--- config.mk ---
export PLATFORM = sky130hd
export DESIGN_NAME = pacer_timer
export DESIGN_NICKNAME = d
export VERILOG_FILES = /design/src/rtl/pacer_pkg.sv /design/src/rtl/pacer_prescaler.sv /design/src/rtl/pacer_downcnt.sv /design/src/rtl/pacer_outclk.sv /design/src/rtl/pacer_timer.sv
export SDC_FILE = /design/constraint.sdc
export NUM_CORES = 1
export LEC_CHECK = 0
export BUFFER_PORTS_ARGS = -buffer_cell sky130_fd_sc_hd__buf_2
export CAP_MARGIN = 20
export CORE_MARGIN = 4
export CORE_UTILIZATION = 60
export CTS_CLUSTER_SIZE = 14
export DETAILED_ROUTE_END_ITERATION = 10
export PLACE_DENSITY_LB_ADDON = 0.2
export SLEW_MARGIN = 20
export SYNTH_ARGS = -nofsm -noshare
export SYNTH_HDL_FRONTEND = slang
export SYNTH_HIERARCHICAL = 1
export SYNTH_SLANG_ARGS = --single-unit
--- constraint.sdc ---
create_clock -name clk -period 3.8 [get_ports clk]
set_input_delay 0.76 -clock clk [delete_from_list [all_inputs] [get_ports clk]]
set_output_delay 0.76 -clock clk [all_outputs]
set_load 0.03 [all_outputs]
--- src/rtl/pacer_pkg.sv ---
package pacer_pkg;

  // number of decade steps offered by the prescaler select
  localparam int unsigned NUM_DECADES = 7;
  localparam int unsigned SEL_W       = 3;
  localparam int unsigned CNT_W       = 8;

  // ten raised to the given exponent
  function automatic int unsigned decade(input int unsigned e);
    int unsigned r;
    r = 1;
    for (int unsigned i = 0; i < e; i++) r = r * 10;
    return r;
  endfunction

  // width needed for a divider that reaches the largest decade
  localparam int unsigned PRE_W = $clog2(decade(NUM_DECADES - 1));

endpackage

--- src/rtl/pacer_prescaler.sv ---
module pacer_prescaler
  import pacer_pkg::*;
#(
  parameter int unsigned N_SEL = NUM_DECADES,
  parameter int unsigned SW    = SEL_W,
  parameter int unsigned PW    = PRE_W
) (
  input  logic          clk,
  input  logic          rst_n,
  input  logic          tick,
  input  logic          run,
  input  logic          restart,
  input  logic [SW-1:0] sel,
  output logic          pre_tick
);

  localparam int unsigned TAB_N = 1 << SW;

  // terminal value of the divider for every select code
  logic [PW-1:0] lim_tab [TAB_N];
  logic [PW-1:0] lim;
  logic [PW-1:0] div_q, div_d;
  logic          at_end;

  genvar g;
  generate
    for (g = 0; g < TAB_N; g++) begin : g_lim
      if (g < N_SEL) begin : g_dec
        assign lim_tab[g] = PW'(decade(g) - 1);
      end else begin : g_rsv
        assign lim_tab[g] = '0;
      end
    end
  endgenerate

  assign lim      = lim_tab[sel];
  assign at_end   = (div_q >= lim);
  assign pre_tick = run && tick && !restart && at_end;

  always_comb begin
    div_d = div_q;
    if (restart) begin
      div_d = '0;
    end else if (run && tick) begin
      if (at_end) div_d = '0;
      else        div_d = div_q + PW'(1);
    end
  end

  always_ff @(posedge clk or negedge rst_n) begin
    if (!rst_n) div_q <= '0;
    else        div_q <= div_d;
  end

endmodule

--- src/rtl/pacer_downcnt.sv ---
module pacer_downcnt
  import pacer_pkg::*;
#(
  parameter int unsigned CW = CNT_W
) (
  input  logic          clk,
  input  logic          rst_n,
  input  logic          run,
  input  logic          load,
  input  logic [CW-1:0] load_val,
  input  logic          pre_tick,
  output logic          fire,
  output logic [CW:0]   remain
);

  logic [CW:0] reload_q, reload_d;
  logic [CW:0] rem_q, rem_d;
  logic [CW:0] load_full;
  logic        expire;

  // zero stands for the full range
  assign load_full = (load_val == '0) ? {1'b1, {CW{1'b0}}} : {1'b0, load_val};
  assign expire    = run && pre_tick && !load && (rem_q == (CW+1)'(1));
  assign fire      = (load && run) || expire;
  assign remain    = rem_q;

  always_comb begin
    reload_d = reload_q;
    rem_d    = rem_q;
    if (load) begin
      reload_d = load_full;
      rem_d    = load_full;
    end else if (expire) begin
      rem_d    = reload_q;
    end else if (run && pre_tick && (rem_q != '0)) begin
      rem_d    = rem_q - (CW+1)'(1);
    end
  end

  always_ff @(posedge clk or negedge rst_n) begin
    if (!rst_n) begin
      reload_q <= '0;
      rem_q    <= '0;
    end else begin
      reload_q <= reload_d;
      rem_q    <= rem_d;
    end
  end

endmodule

--- src/rtl/pacer_outclk.sv ---
module pacer_outclk (
  input  logic clk,
  input  logic rst_n,
  input  logic run,
  input  logic fire,
  input  logic pre_tick,
  output logic pulse
);

  logic armed_q, armed_d;
  logic pulse_q, pulse_d;

  always_comb begin
    armed_d = armed_q;
    pulse_d = pulse_q;
    if (!run) begin
      armed_d = 1'b0;
      pulse_d = 1'b0;
    end else if (fire) begin
      armed_d = 1'b1;
      pulse_d = 1'b0;
    end else if (pre_tick) begin
      if (armed_q) begin
        armed_d = 1'b0;
        pulse_d = 1'b1;
      end else if (pulse_q) begin
        pulse_d = 1'b0;
      end
    end
  end

  always_ff @(posedge clk or negedge rst_n) begin
    if (!rst_n) begin
      armed_q <= 1'b0;
      pulse_q <= 1'b0;
    end else begin
      armed_q <= armed_d;
      pulse_q <= pulse_d;
    end
  end

  assign pulse = pulse_q;

endmodule

--- src/rtl/pacer_timer.sv ---
module pacer_timer
  import pacer_pkg::*;
#(
  parameter int unsigned N_SEL = NUM_DECADES,
  parameter int unsigned SW    = SEL_W,
  parameter int unsigned CW    = CNT_W,
  parameter int unsigned PW    = PRE_W
) (
  input  logic          clk,
  input  logic          rst_n,
  input  logic          tick_us,
  input  logic          enable,
  input  logic [SW-1:0] rate_sel,
  input  logic [CW-1:0] period_cnt,
  input  logic          load,
  output logic          update_stb,
  output logic          clk_pulse,
  output logic [CW:0]   remaining
);

  logic pre_tick;
  logic fire;
  logic stb_q, stb_d;

  pacer_prescaler #(.N_SEL(N_SEL), .SW(SW), .PW(PW)) u_pre (
    .clk      (clk),
    .rst_n    (rst_n),
    .tick     (tick_us),
    .run      (enable),
    .restart  (load),
    .sel      (rate_sel),
    .pre_tick (pre_tick)
  );

  pacer_downcnt #(.CW(CW)) u_cnt (
    .clk      (clk),
    .rst_n    (rst_n),
    .run      (enable),
    .load     (load),
    .load_val (period_cnt),
    .pre_tick (pre_tick),
    .fire     (fire),
    .remain   (remaining)
  );

  pacer_outclk u_oclk (
    .clk      (clk),
    .rst_n    (rst_n),
    .run      (enable),
    .fire     (fire),
    .pre_tick (pre_tick),
    .pulse    (clk_pulse)
  );

  assign stb_d = fire;

  always_ff @(posedge clk or negedge rst_n) begin
    if (!rst_n) stb_q <= 1'b0;
    else        stb_q <= stb_d;
  end

  assign update_stb = stb_q;

endmodule

==> results of run 1 <==
-- state kept, by name, indices dropped and copies added (netlist names) --
register,count
update_stb,1
u_oclk/pulse,1
u_cnt/remain,9
u_oclk/armed_q,1
u_pre/div_q,20
u_cnt/reload_q,9
-- kinds of logic (layout without fill, tap and decap cells) --
logic type / count (synthesis) / count (layout)
buffers and inverters: 31 / 61
AND/OR/NAND/NOR: 127 / 127
multiplexers: 10 / 10
flip-flops: 41 / 41
XOR/XNOR: 3 / 3
adder cells (fa/ha/maj): 27 / 27
AO/OA/AOI/OAI: 85 / 85
-- synth_stat cells (3+ instances only) --
| cell | n |
|---|---|
| a21oi_1 | 15 |
| nor3_1 | 5 |
| o211ai_1 | 3 |
| nor2b_1 | 3 |
| buf_2 | 3 |
| mux2_2 | 3 |
| ha_1 | 27 |
| dfrtp_1 | 41 |
| nand4b_1 | 3 |
| a211o_1 | 3 |
| nor4_1 | 4 |
| inv_1 | 20 |
| a22o_1 | 4 |
| a31oi_1 | 11 |
| and4_1 | 4 |
| o21ai_0 | 16 |
| nand2_1 | 45 |
| o311ai_2 | 7 |
| or2_2 | 3 |
| nor2_1 | 14 |
| nand4_1 | 13 |
| buf_6 | 3 |
| clkbuf_1 | 4 |
| nand3_1 | 14 |
| mux2i_1 | 7 |
| nand2b_1 | 3 |
-- metal layers --
layer  GRT usage  share of wire
met1       0.343           0.48
met3      0.0378          0.043
met4      0.0420         0.0054
met2       0.390           0.47
met5           0              0
-- power by group through the flow --
stage               Combinational [uW]  Clock (uW)  Sequential, uW
finish                             197         302             487
global route                       219         328             492
floorplan                          109           0             516
detailed placement                 197           0             495
CTS                                198         310             487
global placement                   192           0             495
-- cell type report --
class	instances	area share
multi-input combinational	252	0.554
tap	67	0.0256
inverter	20	0.0229
sequential	41	0.313
clock inverter	2	0.00420
clock buffer	6	0.0252
timing repair buffer	33	0.0557
-- metrics by stage --
step | hold WS, ns | total power [uW]
final | 0.528 | 986
after global routing | 0.546 | 1040
after CTS | 0.530 | 995
after detailed placement | 0.510 | 692
after global placement | 0.500 | 687
after floorplan | 0.464 | 625
-- path summary, 6_finish.rpt --
kind / endpoint / from / slack, ns
worst max register to register: u_cnt/remain[1] / u_pre/div_q[6] / 0.99
worst min register to register: u_cnt/reload_q[3] / u_cnt/reload_q[3] / 0.53
min in group asynchronous: u_cnt/reload_q[7] / rst_n / 0.59
worst max-delay path: u_oclk/armed_q / rate_sel[0] / 0.37
max in group asynchronous: u_pre/div_q[4] / rst_n / 2.65
worst min-delay path: u_cnt/reload_q[3] / u_cnt/reload_q[3] / 0.53
==> results.yml, run 1 <==
setup_path:
  cp.buffers_inverters: 2
  cp-start-kind: "input pin"
  slowest_delay_ns: 0.29
  reg2reg_depth: 11
  critPathSlowestCell: "ha_1"
  critPathMaxFanout: 9
  end_kind: "flip-flop"
  path_cells: "buf_2, ha_1, nor2b_1, a21oi_1, ha_1, a211o_1, a31oi_1, o221ai_2, a211oi_4, nor2_1, and4b_1, nand3_2, a21boi_0, buf_4, o21a_1"
  crit_required_ns: 3.99
  crit_family: "compound AO/OA/AOI/OAI gates"
  critPathKind: "in2reg"
  crit_top_cell: "ha_1"
  cp_num_cells: 15
  critPathArrivalTime_ns: 3.62
clock_tree:
  numCtsBuffers: 5
  clk_latency_ns: 0.30
  clkTransAtPathRegs_ns: 0.09
  cts_sinks: 41
  cts_tree: "built"
  clockBufferDepth: 2
  cts_resized: 0
  post_cts_buffers: 0
  cts-root-buf: "clkbuf_8"
  htreeDepth: 2
  postCtsHoldBufs: 0
power:
  p_switching_uw: 310
  power.density_mw_per_mm2: 301
  p_seq_frac: 0.494
  internal_power_uw: 676
  switching_share: 0.314
  irDropWorstVdd_uv: 257
  clkPwrFrac: 0.306
  pwr-share-comb: 0.200
  leakagePower_uw: 0.00147
run:
  max-cap-violations: 0
layout:
  final_cell_area_sq_mm: 0.00328
  layout_commonest_cell: "nand2_1"
  syn_to_final_growth_pct: 9.76
  n_antenna_cell: 0
  regArea_sq_mm: 0.00103
  fillCellCount: 387
  layout-drive-gt1-share: 0.189
  stdcell_count: 421
  multi_input_area_sq_mm: 0.00182
  fin_nets: 396
  fin_util: 0.685
  final_cell_mix: "nand2_1, dfrtp_1, ha_1"
grt:
  track_usage: 0.241
  grt_start_max_net_pins: 42
  grt_antenna_before_repair: 0
  grt_pass1_vias: 2498
  grt_pass1_wl_mm: 12.1
  grt_overflow: 0
synthesis:
  synthSimpleGateAreaFrac: 0.234
  synth_fa_ha_area_frac: 0.113
  synth_edf_count: 0
  synthXorXnorAreaFrac: 0.00879
  mappedNetlistArea_sq_mm: 0.00299
  synth_top_family_by_area: "simple AND/OR/NAND/NOR gates"
  synth_compound_area_frac: 0.217
  synthFlopType: "dfrtp_1"
  synth_top_area_cell: "dfrtp_1"
  synth_nets: 367
  ys_seq_area_frac: 0.343
  syn_inst: 324
  postSynthAreaPerCell_sq_um: 9.22
  ys_warn_count: 6
  synthMuxAreaShare: 0.0348
  ys_ff_latch: 41
  synth_top_area_frac: 0.343
  async_flop_share: 1.00
  synth_area_leaders: "dfrtp_1, ha_1, nand2_1"
  synth.distinct_cells: 60
floorplan:
  chipWidth_um: 78.6
  placementRows: 25
  coreArea_sq_mm: 0.00479
  initial_core_util: 0.624
  dieHeight_um: 78.6
  dieArea_sq_mm: 0.00617
  io_pins: 27
min_path:
  hold_path.class: "reg2reg"
  hold_path_depth: 1
detailed_routing:
  first_pass_iters: 4
  antenna_left: 0
  via_per_inst: 6.11
  wl_per_cell_um: 16.4
  routed_wl_mm: 6.90
  first_iter_violations: 226
  vias: 2573
  remaining_drc_errors: 0
place:
  post-place-ws_ns: 0.0887
  io_buffers: 26
  gp_congestion: 0.920
  postPlaceCellArea_sq_mm: 0.00318
  dp.cells: 413
  hpwl_mm: 4.99
sta:
  max_freq_ghz: 0.291
  fin_setup_tns_ns: 0
  final-max-slew-violation-count: 0
  slew_headroom: 0.400
  rsz0062_at_grt: "false"
  setup_violations: 0
  setup_ws_ns: 0.366
  fin_crit_sh: 0.904
  period_needed_ns: 3.43
  hold_violations: 0
  skew_ns: 0.00898
  tightest_slew_ns: 0.900
status:
  outcome: "finished clean"
Power figures use the tool's default switching activity.
==> run 2, diff against run 1 <==
CORE_ASPECT_RATIO = 1.5   (was unset)
==> results.yml, run 2 (same netlist as run 1, synthesis figures left out) <==
min_path:
  hold_path.startpoint: "u_cnt/reload_q[3]"
  hold_path.class: "reg2reg"
  hold_path_depth: 1
  min_to: "u_cnt/reload_q[3]"
clock_tree:
  post_cts_buffers: 0
  cts_tree: "built"
  clkTransAtPathRegs_ns: 0.08
  cts_resized: 0
  clk_latency_ns: 0.29
  numCtsBuffers: 5
  postCtsHoldBufs: 0
  clockBufferDepth: 2
  cts_sinks: 41
  htreeDepth: 2
  cts-root-buf: "clkbuf_8"
setup_path:
  cp-start-kind: "input pin"
  reg2reg_depth: 11
  reg2reg_slack_ns: 1.03
  r2r_start: "u_pre/div_q[6]"
  crit_required_ns: 3.99
  critPathKind: "in2reg"
  end_kind: "flip-flop"
  reg2reg_to: "u_cnt/remain[1]"
  critPathMaxFanout: 9
  critPathArrivalTime_ns: 3.62
power:
  power.density_mw_per_mm2: 311
  irDropWorstVdd_uv: 152
  leakagePower_uw: 0.00148
layout:
  layout_commonest_cell: "nand2_1"
  layout-drive-gt1-share: 0.189
  regMostFlops: "u_pre/div_q"
  largest_reg_flops: 20
  final_cell_mix: "nand2_1, dfrtp_1, ha_1"
  fin_nets: 397
  syn_to_final_growth_pct: 10.2
  stdcell_count: 420
  n_antenna_cell: 0
grt:
  grt_overflow: 0
  track_usage: 0.237
  grt_antenna_before_repair: 0
  grt_start_max_net_pins: 42
  gr-usage-met2: 0.428
  met3_usage: 0.0262
  gr-max-usage-layer: "met2"
  grt_use_met1: 0.266
  grt_pass1_vias: 2494
  grt_pass1_wl_mm: 11.5
detailed_routing:
  via_per_inst: 6.25
  remaining_drc_errors: 0
  first_pass_iters: 4
  first_iter_violations: 146
  vias: 2624
  wl_per_cell_um: 16.3
  routed_wl_mm: 6.86
  antenna_left: 0
place:
  gp_congestion: 0.856
  io_buffers: 26
  hpwl_mm: 5.10
  dp.cells: 413
run:
  max-cap-violations: 0
floorplan:
  io_pins: 27
  chipWidth_um: 65.6
  dieArea_sq_mm: 0.00620
  dieHeight_um: 94.4
  placementRows: 31
  initial_core_util: 0.621
  coreArea_sq_mm: 0.00481
status:
  outcome: "finished clean"
sta:
  tightest_slew_ns: 0.934
  setup_violations: 0
  final-max-slew-violation-count: 0
  fin_crit_sh: 0.903
  rsz0062_at_grt: "false"
  max_freq_ghz: 0.292
  hold_violations: 0
  slew_headroom: 0.377
  fin_setup_tns_ns: 0
  period_needed_ns: 3.43
  skew_ns: 0.00795
run 2: cell count changes in the layout (fill, tap and decap cells not counted), sizes merged:
cell,delta
buf,+1
bufinv,+1
clkbuf,-1
clkinv,-1
run 2: worst max-delay path by stage:
| stage | startpoint | cells after the start | to |
|---|---|---|---|
| after detailed placement | rate_sel[0] | 15 | u_oclk/armed_q |
| after global placement | rate_sel[0] | 15 | u_oclk/armed_q |
| after CTS | rate_sel[0] | 15 | u_oclk/armed_q |
| after global routing | rate_sel[0] | 17 | u_cnt/remain[7] |
| after floorplan | rate_sel[0] | 16 | u_cnt/remain[4] |
| final | rate_sel[0] | 15 | u_oclk/armed_q |
run 2: layout make-up:
class	count	area (sq um)
clock inverter	2	35.0
sequential	41	1030
clock buffer	5	68.8
timing repair buffer	34	190
inverter	20	75.1
fill	416	1520
tap	66	82.6
multi-input combinational	252	1820
run 2: per-stage QoR:
stage | hold slack (ns) | util | total power (uW) | setup slack (ns) | instance area [sq um]
final | 0.523 | 0.685 | 1030 | 0.370 | 3290
after global routing | 0.556 | 0.685 | 1080 | 0.201 | 3290
after CTS | 0.527 | 0.685 | 1040 | 0.352 | 3290
after detailed placement | 0.514 | 0.663 | 693 | 0.0388 | 3190
after global placement | 0.504 | 0.663 | 687 | 0.111 | 3190
after floorplan | 0.464 | - | 625 | 0.0774 | 2990
run 2: report_power, final:
group	switching (uW)	total, uW	internal, uW
Clock	150	341	191
Combinational	126	197	71.2
Sequential	28.6	487	458
run 2: layer usage:
layer / vias to the layer above / share of wire
met4: 0 / 0.038
met2: 71 / 0.54
li1: 1269 / -
met3: 20 / 0.038
met5: - / 0
met1: 1264 / 0.38
run 2: critical path: stages:
cell      delay [ns]
buf_2           0.13
ha_1            0.18
nor2b_1         0.13
a21oi_1         0.23
ha_1            0.30
a211o_1         0.29
a31oi_1         0.21
o221ai_2        0.15
a211oi_4        0.24
nor2_1          0.07
and4b_1         0.23
nand3_2         0.21
a21boi_0        0.13
buf_4           0.16
o21a_1          0.18
